<file path="src/rtl/osc_trim_pkg.sv">
package osc_trim_pkg;
   typedef enum logic [1:0] {
      TDIR_HOLD = 2'b00,
      TDIR_UP   = 2'b01,
      TDIR_DOWN = 2'b10
   } tdir_e;
endpackage

</file>
<file path="src/rtl/osc_tick_counter.sv">
module osc_tick_counter #(
   parameter int W   = 16,
   parameter bit SAT = 1'b1
) (
   input  logic         clk,
   input  logic         rst_n,
   input  logic         en,
   input  logic         tick,
   input  logic         clr,
   output logic [W-1:0] cnt,
   output logic [W-1:0] cnt_plus
);
   localparam logic [W-1:0] MAXV = '1;

   // count including the tick of the current cycle
   generate
      if (SAT) begin : g_sat
         assign cnt_plus = (tick && (cnt != MAXV)) ? cnt + W'(1) : cnt;
      end else begin : g_wrap
         assign cnt_plus = tick ? cnt + W'(1) : cnt;
      end
   endgenerate

   always_ff @(posedge clk or negedge rst_n) begin
      if (!rst_n)  cnt <= '0;
      else if (clr) cnt <= '0;
      else if (en)  cnt <= cnt_plus;
   end
endmodule

</file>
<file path="src/rtl/osc_trim_decide.sv">
module osc_trim_decide
   import osc_trim_pkg::*;
#(
   parameter int W = 16
) (
   input  logic [W-1:0] cap,
   input  logic [W-1:0] expv,
   input  logic [W-1:0] tol,
   output tdir_e        dir
);
   logic [W:0] lo_sum;
   assign lo_sum = {1'b0, cap} + {1'b0, tol};

   always_comb begin
      if (cap > expv)              dir = TDIR_DOWN;
      else if (lo_sum < {1'b0, expv}) dir = TDIR_UP;
      else                         dir = TDIR_HOLD;
   end
endmodule

</file>
<file path="src/rtl/osc_trim_reg.sv">
module osc_trim_reg
   import osc_trim_pkg::*;
#(
   parameter int             W   = 6,
   parameter logic [W-1:0]   RST = '0
) (
   input  logic         clk,
   input  logic         rst_n,
   input  logic         step,
   input  tdir_e        dir,
   output logic [W-1:0] trim
);
   localparam logic [W-1:0] MAXT = '1;

   always_ff @(posedge clk or negedge rst_n) begin
      if (!rst_n) begin
         trim <= RST;
      end else if (step) begin
         case (dir)
            TDIR_UP:   if (trim != MAXT) trim <= trim + W'(1);
            TDIR_DOWN: if (trim != '0)   trim <= trim - W'(1);
            default:   ;
         endcase
      end
   end
endmodule

</file>
<file path="src/rtl/osc_trim_ctrl.sv">
module osc_trim_ctrl
   import osc_trim_pkg::*;
#(
   parameter int CNT_W  = 16,
   parameter int REF_W  = 16,
   parameter int TRIM_W = 6,
   parameter bit INT_SAT = 1'b1
) (
   input  logic              clk,
   input  logic              rst_n,
   input  logic              en,
   input  logic              int_tick,
   input  logic              ref_tick,
   input  logic [CNT_W-1:0]  exp_count,
   input  logic [REF_W-1:0]  ref_term,
   input  logic [CNT_W-1:0]  tol,
   output logic [TRIM_W-1:0] trim,
   output logic              upd,
   output logic [1:0]        dir
);
   localparam logic [TRIM_W-1:0] TRIM_MID = {1'b1, {(TRIM_W-1){1'b0}}};

   generate
      if (TRIM_W < 2 || TRIM_W > 16) begin : g_bad_trim_w
         $error("osc_trim_ctrl: TRIM_W out of range");
      end
      if (CNT_W < 2 || REF_W < 2) begin : g_bad_cnt_w
         $error("osc_trim_ctrl: counter width too small");
      end
   endgenerate

   logic [CNT_W-1:0] int_cnt, int_plus;
   logic [REF_W-1:0] ref_cnt, ref_plus;
   logic             win_end;
   tdir_e            dec_dir;
   tdir_e            dir_q;

   assign win_end = en && ref_tick && (ref_plus >= ref_term);

   osc_tick_counter #(.W(CNT_W), .SAT(INT_SAT)) u_int_cnt (
      .clk(clk), .rst_n(rst_n), .en(en), .tick(int_tick), .clr(win_end),
      .cnt(int_cnt), .cnt_plus(int_plus)
   );

   osc_tick_counter #(.W(REF_W), .SAT(1'b1)) u_ref_cnt (
      .clk(clk), .rst_n(rst_n), .en(en), .tick(ref_tick), .clr(win_end),
      .cnt(ref_cnt), .cnt_plus(ref_plus)
   );

   osc_trim_decide #(.W(CNT_W)) u_decide (
      .cap(int_plus), .expv(exp_count), .tol(tol), .dir(dec_dir)
   );

   osc_trim_reg #(.W(TRIM_W), .RST(TRIM_MID)) u_trim (
      .clk(clk), .rst_n(rst_n), .step(win_end), .dir(dec_dir), .trim(trim)
   );

   always_ff @(posedge clk or negedge rst_n) begin
      if (!rst_n) begin
         upd   <= 1'b0;
         dir_q <= TDIR_HOLD;
      end else begin
         upd <= win_end;
         if (win_end) dir_q <= dec_dir;
      end
   end

   assign dir = dir_q;

   // int_cnt and ref_cnt feed the decision only through cnt_plus
   logic unused_cnt;
   assign unused_cnt = ^{int_cnt, ref_cnt};
endmodule

</file>
<file path="config.mk">
export PLATFORM = sky130hd
export DESIGN_NAME = osc_trim_ctrl
export DESIGN_NICKNAME = d
export VERILOG_FILES = /design/src/rtl/osc_trim_pkg.sv /design/src/rtl/osc_tick_counter.sv /design/src/rtl/osc_trim_decide.sv /design/src/rtl/osc_trim_reg.sv /design/src/rtl/osc_trim_ctrl.sv
export SDC_FILE = /design/constraint.sdc
export NUM_CORES = 1
export LEC_CHECK = 0
export BUFFER_PORTS_ARGS = -buffer_cell sky130_fd_sc_hd__buf_4
export CAP_MARGIN = 0
export CORE_UTILIZATION = 55
export DETAILED_ROUTE_END_ITERATION = 7
export GPL_TIMING_DRIVEN = 1
export PLACE_DENSITY = 0.73
export SETUP_SLACK_MARGIN = 0.4
export SLEW_MARGIN = 20
export SYNTH_ARGS = -nofsm -noshare
export SYNTH_HDL_FRONTEND = slang
export SYNTH_SLANG_ARGS = --single-unit
</file>
<file path="constraint.sdc">
create_clock -name clk -period 6.4 [get_ports clk]
set_input_delay 1.6 -clock clk [delete_from_list [all_inputs] [get_ports clk]]
set_output_delay 1.6 -clock clk [all_outputs]
set_load 0.01 [all_outputs]
</file>
# Yosys cells after proc, flatten, opt, wreduce, memory -nomap -nowiden
# Index checks and enable logic that the tools add are counted.
op_classes:
  mux: 11
  n_shift: 0
  eq_ne: 7
  n_mul: 0
  bitwise_logic: 0
  addsub: 5
  n_reduce_logical: 8
  div: 0
  magnitude_cmp: 3
ops:
  columns: ["op", "n"]
  rows:
  - ["two-way mux 16 bit", 6]
  - ["adder 16 x 1 -> 16 bit (second input constant)", 2]
  - ["!= test 16 bit (second input constant)", 2]
  - ["adder 16 x 16 -> 17 bit", 1]
  - ["less-than comparator 17 x 16 -> 1 bit", 1]
  - ["greater-or-equal comparator 16 bit", 1]
  - ["> comparator 16 bit", 1]
  - ["two-way mux 6 bit", 2]
  - ["case mux 6 bit (2 select lines)", 1]
  - ["adder 6 x 1 -> 6 bit (second input constant)", 1]
  - ["!= test 6 bit (second input constant)", 1]
  - ["nonzero test 6 bit", 1]
  - ["subtractor 6 x 1 -> 6 bit (second input constant)", 1]
  - ["logical AND 1 bit", 4]
  - ["!= test 2 x 1 -> 1 bit (second input constant)", 2]
  - ["AND reduction 4 bit", 1]
  - ["nonzero test 2 bit", 2]
  - ["equality test 2 x 1 -> 1 bit (second input constant)", 1]
  - ["equality test 2 bit (second input constant)", 1]
  - ["two-way mux 2 bit", 1]
  - ["two-way mux 1 bit", 1]
totals:
  ramBits: 0
  latch_bits: 0
  in_bits: 53
  n_memories: 0
  rom_bits: 0
  register_bits: 41

# Longest topological paths before layout
# Gate-level depths: netlist of the first run.
logic_depth:
  ltp_word: 10
  ltp_mapped: 26
  mapped_depth_nobuf: 25

# By module
# From an unflattened synthesis of the first run, not the netlist that was laid out.
hier_totals:
  cells_unflattened: 583
  hier_area_um2: 5007.3
by_module_without_submodules:
  columns: ["module", "seq_area_each_um2", "instances", "area_each_um2", "cells_per_inst"]
  rows:
  - ["osc_tick_counter", 400.4, 2, 1258.7, 140]
  - ["osc_trim_decide", 0.0, 1, 1566.5, 204]
  - ["osc_trim_ctrl", 75.1, 1, 516.7, 61]
  - ["osc_trim_reg", 151.4, 1, 406.6, 38]

# Worst setup path after synthesis of the first run
# Ideal clock, no wire load.
synth_path:
  path_type: "input-to-reg"
  startpoint: "input int_tick"
  endpoint: "register u_trim.trim[2]"
  cell_stages: 23
  path_slack_ns: 0.671
  t_required_ns: 6.275
  t_arrival_ns: 5.604
  cell_sequence: "o31ai_1 -> nor2_1 -> nand3_1 -> nor2_1 -> xor2_1 -> ha_1 -> and2_1 -> o21ai_0 -> o31ai_1 -> o21a_1 -> o21ai_0 -> nand2b_1 -> a21oi_1 -> xnor2_1 -> ha_1 -> a21o_1 -> a211oi_1 -> o21ai_0 -> a31oi_1 -> nand3_1 -> nor2b_1 -> a211oi_4 -> mux2_2"
synth_between:
  elab_chain_len: 9
synth_lines:
  columns: ["item", "line", "text"]
  rows:
  - ["from (decl)", "osc_trim_ctrl.sv:12", "input logic int_tick,"]
  - ["logical AND 1 bit (*)", "osc_tick_counter.sv:18", "assign cnt_plus = (tick && (cnt != MAXV)) ? cnt + W'(1) : cnt;"]
  - ["two-way mux 16 bit (*)", "osc_tick_counter.sv:18", null]
  - ["adder 16 x 16 -> 17 bit", "osc_trim_decide.sv:12", "assign lo_sum = {1'b0, cap} + {1'b0, tol};"]
  - ["less-than comparator 17 x 16 -> 1 bit", "osc_trim_decide.sv:16", "else if (lo_sum < {1'b0, expv}) dir = TDIR_UP;"]
  - ["two-way mux 1 bit", "osc_trim_decide.sv:16", null]
  - ["two-way mux 2 bit (*)", "osc_trim_decide.sv:15", "if (cap > expv) dir = TDIR_DOWN;"]
  - ["equality test 2 bit or equality test 2 x 1 -> 1 bit (tied branches)", "osc_trim_reg.sv:19", "case (dir)"]
  - ["!= test 2 x 1 -> 1 bit (no line) or nonzero test 2 bit (tied branches)", null, null]
  - ["AND reduction 4 bit (no line)", null, null]
  - ["to (signal assigned)", "osc_trim_reg.sv:20", "TDIR_UP: if (trim != MAXT) trim <= trim + W'(1);"]
  - ["to (signal assigned)", "osc_trim_reg.sv:21", "TDIR_DOWN: if (trim != '0) trim <= trim - W'(1);"]
  - ["to (decl)", "osc_trim_reg.sv:11", "output logic [W-1:0] trim"]
# Mark *: on every way between the ends. The rest lies on a longest branch, timed or not.
# A chain may end at the register's enable or synchronous reset.

# Worst setup path in the final report of the first run
# Same ends and word-level chain as after synthesis.

==> results.txt, run 1 <==
clk slew on worst S/H paths: 0.08 ns
met2 Use GR: 42.8%
fin nets: 750
total power: 1150 uW
Slew Limit Fails: 0
Area Overhead vs Synth: 18.2%
Mapped Area: 4530 um^2
final setup vio count: 0
Ys Warns: 0
IO Pins: 62
Worst R2R Start: u_int_cnt.cnt[2]
GR Layer Usage met3: 2.96%
CP startpoint: int_tick
Crit Path Max Fanout: 6
Syn Inst Count: 553
number of remaining DRC errors: 0
crit path launch type: input port
layout cells sized above 1: 18.7%
DP HPWL: 8470 um
Setup Skew: 0.0123 ns
core area: 7850 um^2
final wirelength: 11000 um
Longest Clk Path Bufs: 2
Tcrit/Tclk final: 89.9%
diode count: 0
clk sinks: 41
FP Rows: 32
Vias: 4253
sequential area share after synthesis: 22.7%
maximum vdd ir drop: 0.137 mV
first-pass GRT wire length: 18500 um
RSZ-0062 raised after global routing: false
Setup CP Type: input port to register
die width: 92.8 um
GR Util met1: 38.0%
pwr dens: 215 nW/um^2
crit path cell chain: buf_4 -> o31a_1 -> and2_1 -> nand3_1 -> xnor2_1 -> ha_1 -> nand2_1 -> o2111ai_1 -> a21oi_1 -> a21bo_2 -> a2111oi_1 -> a211oi_1 -> xnor2_1 -> ha_1 -> nand3_1 -> nor2_1 -> nor4b_1 -> a22oi_1 -> nand3_1 -> nor2b_1 -> a211oi_4 -> mux2_2
DIE HEIGHT: 92.8 um
Synth cell types: 70
average size of a mapped cell: 8.20 um^2
Slew @ Worst Pin: 0.549 ns
Fin. Hold Viols: 0
Fillers: 667
Initial Utilization: 57.7%
gr usage total: 26.5%
Worst Path Arrival: 5.94 ns
vias in the first global route: 4099
setup TNS: 0 ns
fmax: 174 MHz
drt pass-1 iters: 5
I/O Buffers: 61
top cell family by delay on the critical path: compound AO/OA/AOI/OAI gates
cts bufs inserted: 5
LEAKAGE: 0.00270 uW
Post-synth EDFFs: 0
GPL Wtd Cong: 0.840
worst path bufs/invs: 1
maxcap violations: 0
TritonCTS clock tree: done
post-synthesis register bit count: 41
fin cells: 727
Post-synth ARST share: 100%
status: finished clean
initial DRC count: 263
Synth Net Count: 678
placed cell count: 712
Hold Path Class: register to register
total grt overflow: 0
required time of the critical path: 6.59 ns
ANT nets after route: 0
Vias/cell: 5.85
Hold Crit Start: dir[0]
CP dominant cell by count: nand3_1
initial antenna violation count: 0
GR peak layer: met2
crit end category: register
Root Buffer: clkbuf_8
clock latency on the worst-skew pair: 0.30 ns
WL/cell: 15.1 um
post-cts hold buffer count: 0
die area: 8610 um^2
Tmin final: 5.75 ns
Worst slew margin: 63.1%
CTS HTree Levels: 2
slowest stage cell, crit path: a2111oi_1
top_reg_cell synth: dfrtp_1
max incr delay on CP: 0.44 ns
largest net degree at the start of global routing: 55
## what timing repair did
action	in CTS	in global routing
gates resized for setup	1	13
pin swaps	0	4
hold endpoints to repair	0	0
buffers inserted	0	8
setup endpoints to repair	3	6
## flip-flops by register name, indices dropped and copies added, names as in the netlist
name           count
upd                1
u_trim.trim        6
dir                2
u_ref_cnt.cnt     16
u_int_cnt.cnt     16
## metrics by stage
| step | hold WS (ns) | util [%] | instance area [um^2] | setup WS, ns |
|---|---|---|---|---|
| 4_1_cts | 0.512 | 66.7 | 5230 | 0.420 |
| 3_3_place_gp | 0.468 | 65.3 | 5130 | 0.207 |
| 6_report | 0.509 | 68.2 | 5360 | 0.647 |
| 2_1_floorplan | 0.509 | - | 4530 | 0.671 |
| 3_5_place_dp | 0.475 | 65.3 | 5130 | 0.0578 |
| 5_1_grt | 0.546 | 68.2 | 5360 | 0.345 |
## cells by family (layout without fill, tap and decap cells)
| family | count (synthesis) | in the layout | synth area share (%) |
|---|---|---|---|
| XOR/XNOR | 39 | 39 | 7.54 |
| adder cells (fa/ha/maj) | 72 | 72 | 20.2 |
| flip-flops | 41 | 41 | 22.7 |
| buffers and inverters | 76 | 148 | 6.49 |
| multiplexers | 5 | 5 | 1.19 |
| AND/OR/NAND/NOR | 178 | 178 | 20.2 |
| AO/OA/AOI/OAI | 142 | 142 | 21.7 |
## metal layers
metal  part of all wire [%]  vias up  wire length [um]
met5                      0        -                 0
met4                   0.85        0                93
met3                    3.6       11               396
met2                     46       86              5100
met1                     49     2035              5380
li1                       -     2121                 -
## cells in the mapped netlist (4+ instances only)
cell type / count / area (um^2)
nand3_1: 33 / 165
a21o_1: 13 / 97.6
ha_1: 70 / 876
nor2b_1: 8 / 50.1
a21oi_1: 21 / 105
or3_1: 4 / 25.0
a211oi_1: 8 / 60.1
clkbuf_1: 7 / 26.3
nand2_1: 50 / 188
nor3_1: 10 / 50.1
o31ai_1: 11 / 82.6
o21a_1: 7 / 52.6
inv_1: 63 / 236
xnor2_1: 25 / 219
nand4_1: 11 / 68.8
o22ai_1: 7 / 43.8
a21boi_0: 8 / 60.1
nor2_1: 32 / 120
o21ai_0: 32 / 160
nand2b_1: 7 / 43.8
o2bb2ai_1: 4 / 35.0
dfrtp_1: 40 / 1000
xor2_1: 14 / 123
## worst reg2reg max path: stages, from the launching register on
cell      delay (ns)
dfrtp_1         0.49
and4_4          0.32
nand4_4         0.15
o31ai_2         0.44
xnor2_1         0.16
ha_1            0.23
fa_1            0.45
a211oi_2        0.30
o211a_1         0.24
o31ai_2         0.09
o21a_1          0.18
o21ai_0         0.16
nand2b_1        0.08
a21oi_1         0.18
xnor2_1         0.14
ha_1            0.26
a21o_1          0.16
a211oi_1        0.22
o21ai_0         0.14
a31oi_1         0.15
nand3_1         0.11
nor2b_1         0.18
a211oi_4        0.24
mux2_2          0.38
## area by class of cell
| cell class | count | area [um^2] | area share (%) |
|---|---|---|---|
| Timing Repair Buffer | 78 | 586 | 10.9 |
| Clock inverter | 2 | 35.0 | 0.654 |
| Clock buffer | 5 | 68.8 | 1.29 |
| Multi-Input combinational cell | 436 | 3270 | 61.1 |
| Tap cell | 102 | 128 | 2.38 |
| Sequential cell | 41 | 1030 | 19.2 |
| Inverter | 63 | 236 | 4.42 |
## report_power, final
group,total [uW],internal (uW),switching (uW)
combinational,582,271,311
sequential,357,300,56.7
clock,211,114,97.2
total,1150,684,465
## cell usage in the layout (no fill, tap or decap), drive strengths merged, types with 2 or more instances in the layout
| master | synthesis | layout |
|---|---|---|
| o22ai | 7 | 7 |
| a211o | 2 | 2 |
| o21a | 7 | 7 |
| nand4 | 13 | 13 |
| a31o | 4 | 4 |
| mux2 | 3 | 3 |
| ha | 70 | 70 |
| and2 | 3 | 3 |
| xor2 | 14 | 14 |
| nand2 | 50 | 50 |
| dfrtp | 40 | 40 |
| o2bb2ai | 4 | 4 |
| or4 | 3 | 3 |
| nand3b | 2 | 2 |
| a21boi | 8 | 8 |
| mux2i | 2 | 2 |
| a22oi | 2 | 2 |
| and4 | 2 | 2 |
| buf | 5 | 78 |
| inv | 63 | 63 |
| nor2b | 8 | 8 |
| o211ai | 3 | 3 |
| a21bo | 2 | 2 |
| xnor2 | 25 | 25 |
| a21o | 13 | 13 |
| nand2b | 8 | 8 |
| or2 | 2 | 2 |
| nor3 | 10 | 10 |
| o21ai | 34 | 34 |
| o31ai | 11 | 11 |
| or3 | 5 | 5 |
| and3 | 3 | 3 |
| fa | 2 | 2 |
| nor2 | 33 | 33 |
| a31oi | 4 | 4 |
| a211oi | 9 | 9 |
| nand3 | 33 | 33 |
| clkbuf | 8 | 5 |
| a21oi | 21 | 21 |
## final timing paths
| check | end | slack [ns] | cells past startpoint |
|---|---|---|---|
| min in group asynchronous | u_int_cnt.cnt[0] | 1.27 | 1 |
| max | u_trim.trim[2] | 0.65 | 22 |
| min | dir[0] | 0.51 | 2 |
| min reg2reg | dir[0] | 0.51 | 2 |
| max reg2reg | u_trim.trim[2] | 0.84 | 23 |
| max in group asynchronous | u_trim.trim[5] | 4.74 | 1 |
No activity file was read; power rests on OpenSTA's default activity.
==> run 2: changes to the inputs <==
Settings changed: CORE_MARGIN set to 5, CORE_UTILIZATION 55 to 54, PLACE_DENSITY 0.73 to 0.75.
Clock period 6.4 ns to 5 ns, I/O delays scaled along.
==> run 2 against run 1 <==
Compared with the run above: the flow now finishes with violations (negative setup slack); count of clock-buffer cells in the layout unchanged; flip-flop and latch count unchanged; clock power increased by 5%; sequential share of layout area fell by 2.8 points; design area up 17%; critical path depth rose by 2; via count up 10%; hold slack lost 0.0098 ns; die area up 20%; worst setup slack lost 0.96 ns; clock skew down 0.0068 ns; combinational power rose by 86%; largest cell class unchanged.
==> results.txt, run 2 (synthesis gave the netlist of run 1 again) <==
status: finished with violations
failing checks: negative setup slack
die area: 10300 um^2
Slew @ Worst Pin: 0.546 ns
DP HPWL: 9570 um
maxcap violations: 0
Tmin final: 5.31 ns
ANT nets after route: 0
IO Pins: 62
Worst R2R Start: u_int_cnt.cnt[3]
drt pass-1 iters: 5
leading registers by flop count: u_int_cnt.cnt x16, u_ref_cnt.cnt x16, u_trim.trim x6
final setup vio count: 6
Worst Hold Path EP: dir[1]
Reg2Reg Setup Slack: -0.21 ns
diode count: 0
number of remaining DRC errors: 0
initial DRC count: 234
clk sinks: 41
commonest non-fill, non-tap cell in the layout: buf_4
Tcrit/Tclk final: 106%
total grt overflow: 0
Vias/cell: 5.84
LEAKAGE: 0.00315 uW
Setup Skew: 0.00555 ns
Vias: 4692
sw power: 724 uW
layout cells sized above 1: 33.5%
Fillers: 578
FP Rows: 33
Area Overhead vs Synth: 38.2%
multi-input logic area: 3620 um^2
fin cells: 804
DIE HEIGHT: 102 um
crit path launch type: input port
Crit Path Max Fanout: 6
Hold Crit Start: dir[1]
Initial Utilization: 55.2%
WHS Path Cells: 2
required time of the critical path: 5.19 ns
die width: 102 um
CTS HTree Levels: 2
first-pass GRT wire length: 20300 um
I/O Buffers: 61
dpl cell area: 5680 um^2
core area: 8220 um^2
Slew Limit Fails: 0
fin nets: 823
Post-Route Utilization: 76.2%
Internal: 1020 uW
initial antenna violation count: 0
switching share of power: 41.6%
Root Buffer: clkbuf_8
register area: 1030 um^2
Fin. Hold Viols: 0
gr usage total: 24.2%
cells on worst reg2reg path: 25
WL/cell: 16.4 um
Worst slew margin: 63.6%
cts bufs inserted: 5
final wirelength: 13200 um
clk slew on worst S/H paths: 0.09 ns
clock latency on the worst-skew pair: 0.30 ns
Final Instance Area: 6260 um^2
GPL Wtd Cong: 0.923
maximum vdd ir drop: 0.163 mV
largest net degree at the start of global routing: 55
pwr dens: 278 nW/um^2
Reg power frac: 25.4%
crit end category: register
post-cts hold buffer count: 0
Logic pwr share: 61.9%
Worst Path Arrival: 5.50 ns
RSZ-0062 raised after global routing: true
Setup CP Type: input port to register
TritonCTS clock tree: done
Longest Clk Path Bufs: 2
Clock power frac: 12.7%
Hold Path Class: register to register
Final WS setup: -0.313 ns
most frequent cells in the layout: buf_4, ha_1, inv_1
placed cell count: 778
fmax: 188 MHz
Worst R2R End: u_trim.trim[4]
vias in the first global route: 4586
-- run 2: cell types whose count changed in the layout (fill, tap and decap cells not counted), sizes merged --
cell,before,now
buf,78,151
bufinv,1,0
clkinv,1,2
clkinvlp,0,1
-- run 2: worst max-delay path, stage by stage --
cell      delay (ns)
buf_8           0.08
o31a_1          0.33
and2_4          0.22
nand3_4         0.10
xnor2_4         0.15
ha_4            0.31
o211ai_1        0.12
o211a_1         0.29
o31ai_4         0.22
o21a_1          0.17
o21ai_1         0.06
nand2b_1        0.09
a21oi_2         0.06
xnor2_1         0.12
ha_1            0.30
a21o_1          0.19
a211oi_2        0.21
o21ai_1         0.12
a31oi_1         0.17
nand3_1         0.11
nor2b_4         0.15
a211oi_4        0.17
buf_4           0.18
mux2_4          0.29
-- run 2: through the flow --
| stage | hold slack [ns] | setup TNS, ns | worst slack, ns | power, uW |
|---|---|---|---|---|
| finish | 0.499 | -1.31 | -0.313 | 1740 |
| global route | 0.559 | -2.21 | -0.460 | 1870 |
| CTS | 0.505 | -0.680 | -0.137 | 1620 |
| detailed placement | 0.478 | -3.70 | -0.665 | 1320 |
| global placement | 0.478 | -2.00 | -0.362 | 1290 |
| floorplan | 0.509 | -0.367 | -0.122 | 975 |
-- run 2: layout make-up --
type	instances	share of cell area (%)
tap	105	2.10
clock buffer	5	1.10
sequential	41	16.4
inverter	63	3.78
multi-input combinational	436	57.8
clock inverter	3	0.280
timing repair buffer	151	18.6
-- run 2: worst max path at each step --
stage / start / endpoint / slack (ns) / depth (start not counted)
floorplan: int_tick / u_trim.trim[3] / -0.12 / 22
CTS: int_tick / u_trim.trim[1] / -0.14 / 24
finish: int_tick / u_trim.trim[4] / -0.31 / 24
global route: int_tick / u_trim.trim[3] / -0.46 / 24
global placement: int_tick / u_trim.trim[2] / -0.36 / 22
detailed placement: int_tick / u_trim.trim[3] / -0.67 / 22
-- run 2: metal layers --
layer  track usage (%)  wire length (um)  up-vias
li1                  -                 -     2267
met4              7.77               326        0
met1              30.1              5350     2246
met5                 0                 0        -
met3              3.17               581       31
met2              43.3              6900      148
-- run 2: what timing repair did --
action / 4_1_cts / 5_1_grt
pin swaps: 23 / 22
gates cloned: 0 / 0
resized for setup: 25 / 40
setup buffers: 9 / 9
setup endpoints to repair: 7 / 22
-- run 2: power by group through the flow --
stage / logic [uW] / registers [uW] / clock network, uW
2_1_floorplan: 531 / 444 / 0
3_3_place_gp: 844 / 442 / 0
3_5_place_dp: 879 / 445 / 0
4_1_cts: 953 / 440 / 228
5_1_grt: 1190 / 450 / 237
6_report: 1080 / 442 / 222
==> run 3: changes to the inputs <==
Settings changed: CORE_UTILIZATION 54 to 55, PLACE_DENSITY 0.75 to 0.73.
Clock period 5 ns to 5.7 ns, I/O delays scaled along.
==> run 3 against run 2 <==
Compared with the run above: the flow now finishes without violations; routed wire length is 10% lower; count of clock-buffer cells in the layout is 1 higher; clock power is 6% higher; design area is 9.1% lower; register-to-register slack better by 0.68 ns; sequential power is 7.5% lower; sequential share of layout area is 1.7 points higher; first-iteration DRC count is 0.85% higher; combinational power is 31% lower; flip-flop and latch count stayed put; critical path type unchanged; critical endpoint is now u_trim.trim[3].
==> results.txt, run 3 (synthesis gave the netlist of run 1 again) <==
status: finished clean
Slew Limit Fails: 0
clock latency on the worst-skew pair: 0.30 ns
worst path bufs/invs: 1
Fin. Hold Viols: 0
sw power: 567 uW
drt pass-1 iters: 6
switching share of power: 40.7%
Vias/cell: 5.78
final setup vio count: 0
crit path cell chain: buf_8 -> o31a_1 -> and2_4 -> nand3_4 -> xnor2_4 -> ha_4 -> o211ai_1 -> o211a_1 -> o31ai_4 -> o21a_1 -> o21ai_1 -> nand2b_1 -> a21oi_2 -> xnor2_1 -> ha_1 -> a21o_1 -> a211oi_2 -> o21ai_1 -> a31oi_1 -> nand3_1 -> nor2b_4 -> a211oi_4 -> mux2_4
die area: 10200 um^2
max incr delay on CP: 0.33 ns
post-cts hold buffer count: 0
Clock power frac: 16.9%
vias in the first global route: 4316
fin cells: 743
Setup Skew: 0.0124 ns
IO Pins: 62
initial antenna violation count: 0
Setup CP Type: input port to register
pwr dens: 245 nW/um^2
die width: 101 um
Internal: 826 uW
first-pass GRT wire length: 19700 um
Root Buffer: clkbuf_8
DP HPWL: 9020 um
diode count: 0
Tmin final: 5.28 ns
initial DRC count: 236
Vias: 4296
Logic pwr share: 53.8%
GPL Wtd Cong: 0.940
Longest Clk Path Bufs: 2
RSZ-0062 raised after global routing: true
gr usage total: 23.7%
total grt overflow: 0
Worst Path Arrival: 5.46 ns
Reg power frac: 29.4%
Crit Path Max Fanout: 6
largest net degree at the start of global routing: 55
Slew @ Worst Pin: 0.600 ns
placed cell count: 727
core area: 8130 um^2
leading registers by flop count: u_int_cnt.cnt x16, u_ref_cnt.cnt x16, u_trim.trim x6
clk slew on worst S/H paths: 0.08 ns
LEAKAGE: 0.00279 uW
DIE HEIGHT: 101 um
TritonCTS clock tree: done
I/O Buffers: 61
most frequent cells in the layout: buf_4, ha_1, inv_1
fin nets: 762
Tcrit/Tclk final: 92.6%
clk sinks: 41
fmax: 189 MHz
commonest non-fill, non-tap cell in the layout: buf_4
slowest stage cell, crit path: ha_1
number of remaining DRC errors: 0
Worst slew margin: 59.9%
register area: 1030 um^2
total power: 1390 uW
Hold Path Class: register to register
FP Rows: 33
Post-Route Utilization: 70.0%
Initial Utilization: 55.7%
CP dominant cell by count: o21ai_1
Area Overhead vs Synth: 25.6%
maximum vdd ir drop: 0.129 mV
crit end category: register
Fillers: 641
top cell family by delay on the critical path: compound AO/OA/AOI/OAI gates
ANT nets after route: 0
WL/cell: 15.9 um
crit path launch type: input port
required time of the critical path: 5.88 ns
final wirelength: 11800 um
cts bufs inserted: 5
maxcap violations: 0
layout cells sized above 1: 25.4%
CTS HTree Levels: 2
multi-input logic area: 3500 um^2
run 3: cell types whose count changed in the layout (fill, tap and decap cells not counted), moves of 3 or more:
cell     previous run  this run
nor2_2              6         2
nand2_1            45        48
buf_4             146        89
buf_6               3         0
nor2_1             24        27
dfrtp_2             0         4
dfrtp_1            40        36
run 3: final cells by class:
type,count,area share [%]
clock buffers,6,1.27
well taps,105,2.31
clock inverters,2,0.615
inverters,63,4.15
flip-flops and latches,41,18.1
multi-input cells,436,61.5
repair buffers,90,12.0
run 3: what timing repair did:
item / CTS / global route
cloned: 0 / 0
setup endpoints to repair: 6 / 6
buffers inserted: 5 / 3
resized for setup: 30 / 18
pin swaps: 12 / 7
run 3: per-layer routing:
layer | global-route usage, % | wire length, um | up-vias
li1 | - | - | 2142
met1 | 31.7 | 5320 | 2048
met2 | 40.4 | 5880 | 90
met3 | 3.39 | 447 | 16
met4 | 5.18 | 145 | 0
met5 | 0 | 0 | -
run 3: final timing paths:
check / from / endpoint / slack [ns] / depth (start not counted)
setup / recovery: int_tick / u_trim.trim[3] / 0.42 / 23
hold / removal: dir[0] / dir[0] / 0.50 / 2
setup reg to reg: u_int_cnt.cnt[2] / u_trim.trim[3] / 0.47 / 24
hold reg to reg: dir[0] / dir[0] / 0.50 / 2
max in group asynchronous: rst_n / u_int_cnt.cnt[4] / 4.17 / 1
min in group asynchronous: rst_n / u_int_cnt.cnt[2] / 1.11 / 1
run 3: metrics by stage:
stage,hold WS [ns],cell area [um^2],TNS [ns],setup WS [ns]
after CTS,0.507,5580,0,0.404
after global placement,0.475,5280,0,0.0203
after global routing,0.552,5690,0,0.157
after detailed placement,0.486,5280,-0.629,-0.147
final,0.501,5690,0,0.422
after floorplan,0.509,4590,0,0.403
run 3: worst min-delay path: cells and delay by family (launching register included):
kind            cells  cell delay (ns)
flops               1             0.35
simple gates        1             0.05
compound gates      1             0.06
run 3: power by group through the flow:
stage / registers, uW / logic (uW) / clock network [uW]
4_1_cts: 402 / 708 / 237
5_1_grt: 418 / 846 / 251
3_5_place_dp: 404 / 655 / 0
6_report: 409 / 749 / 235
3_3_place_gp: 401 / 633 / 0
2_1_floorplan: 389 / 465 / 0
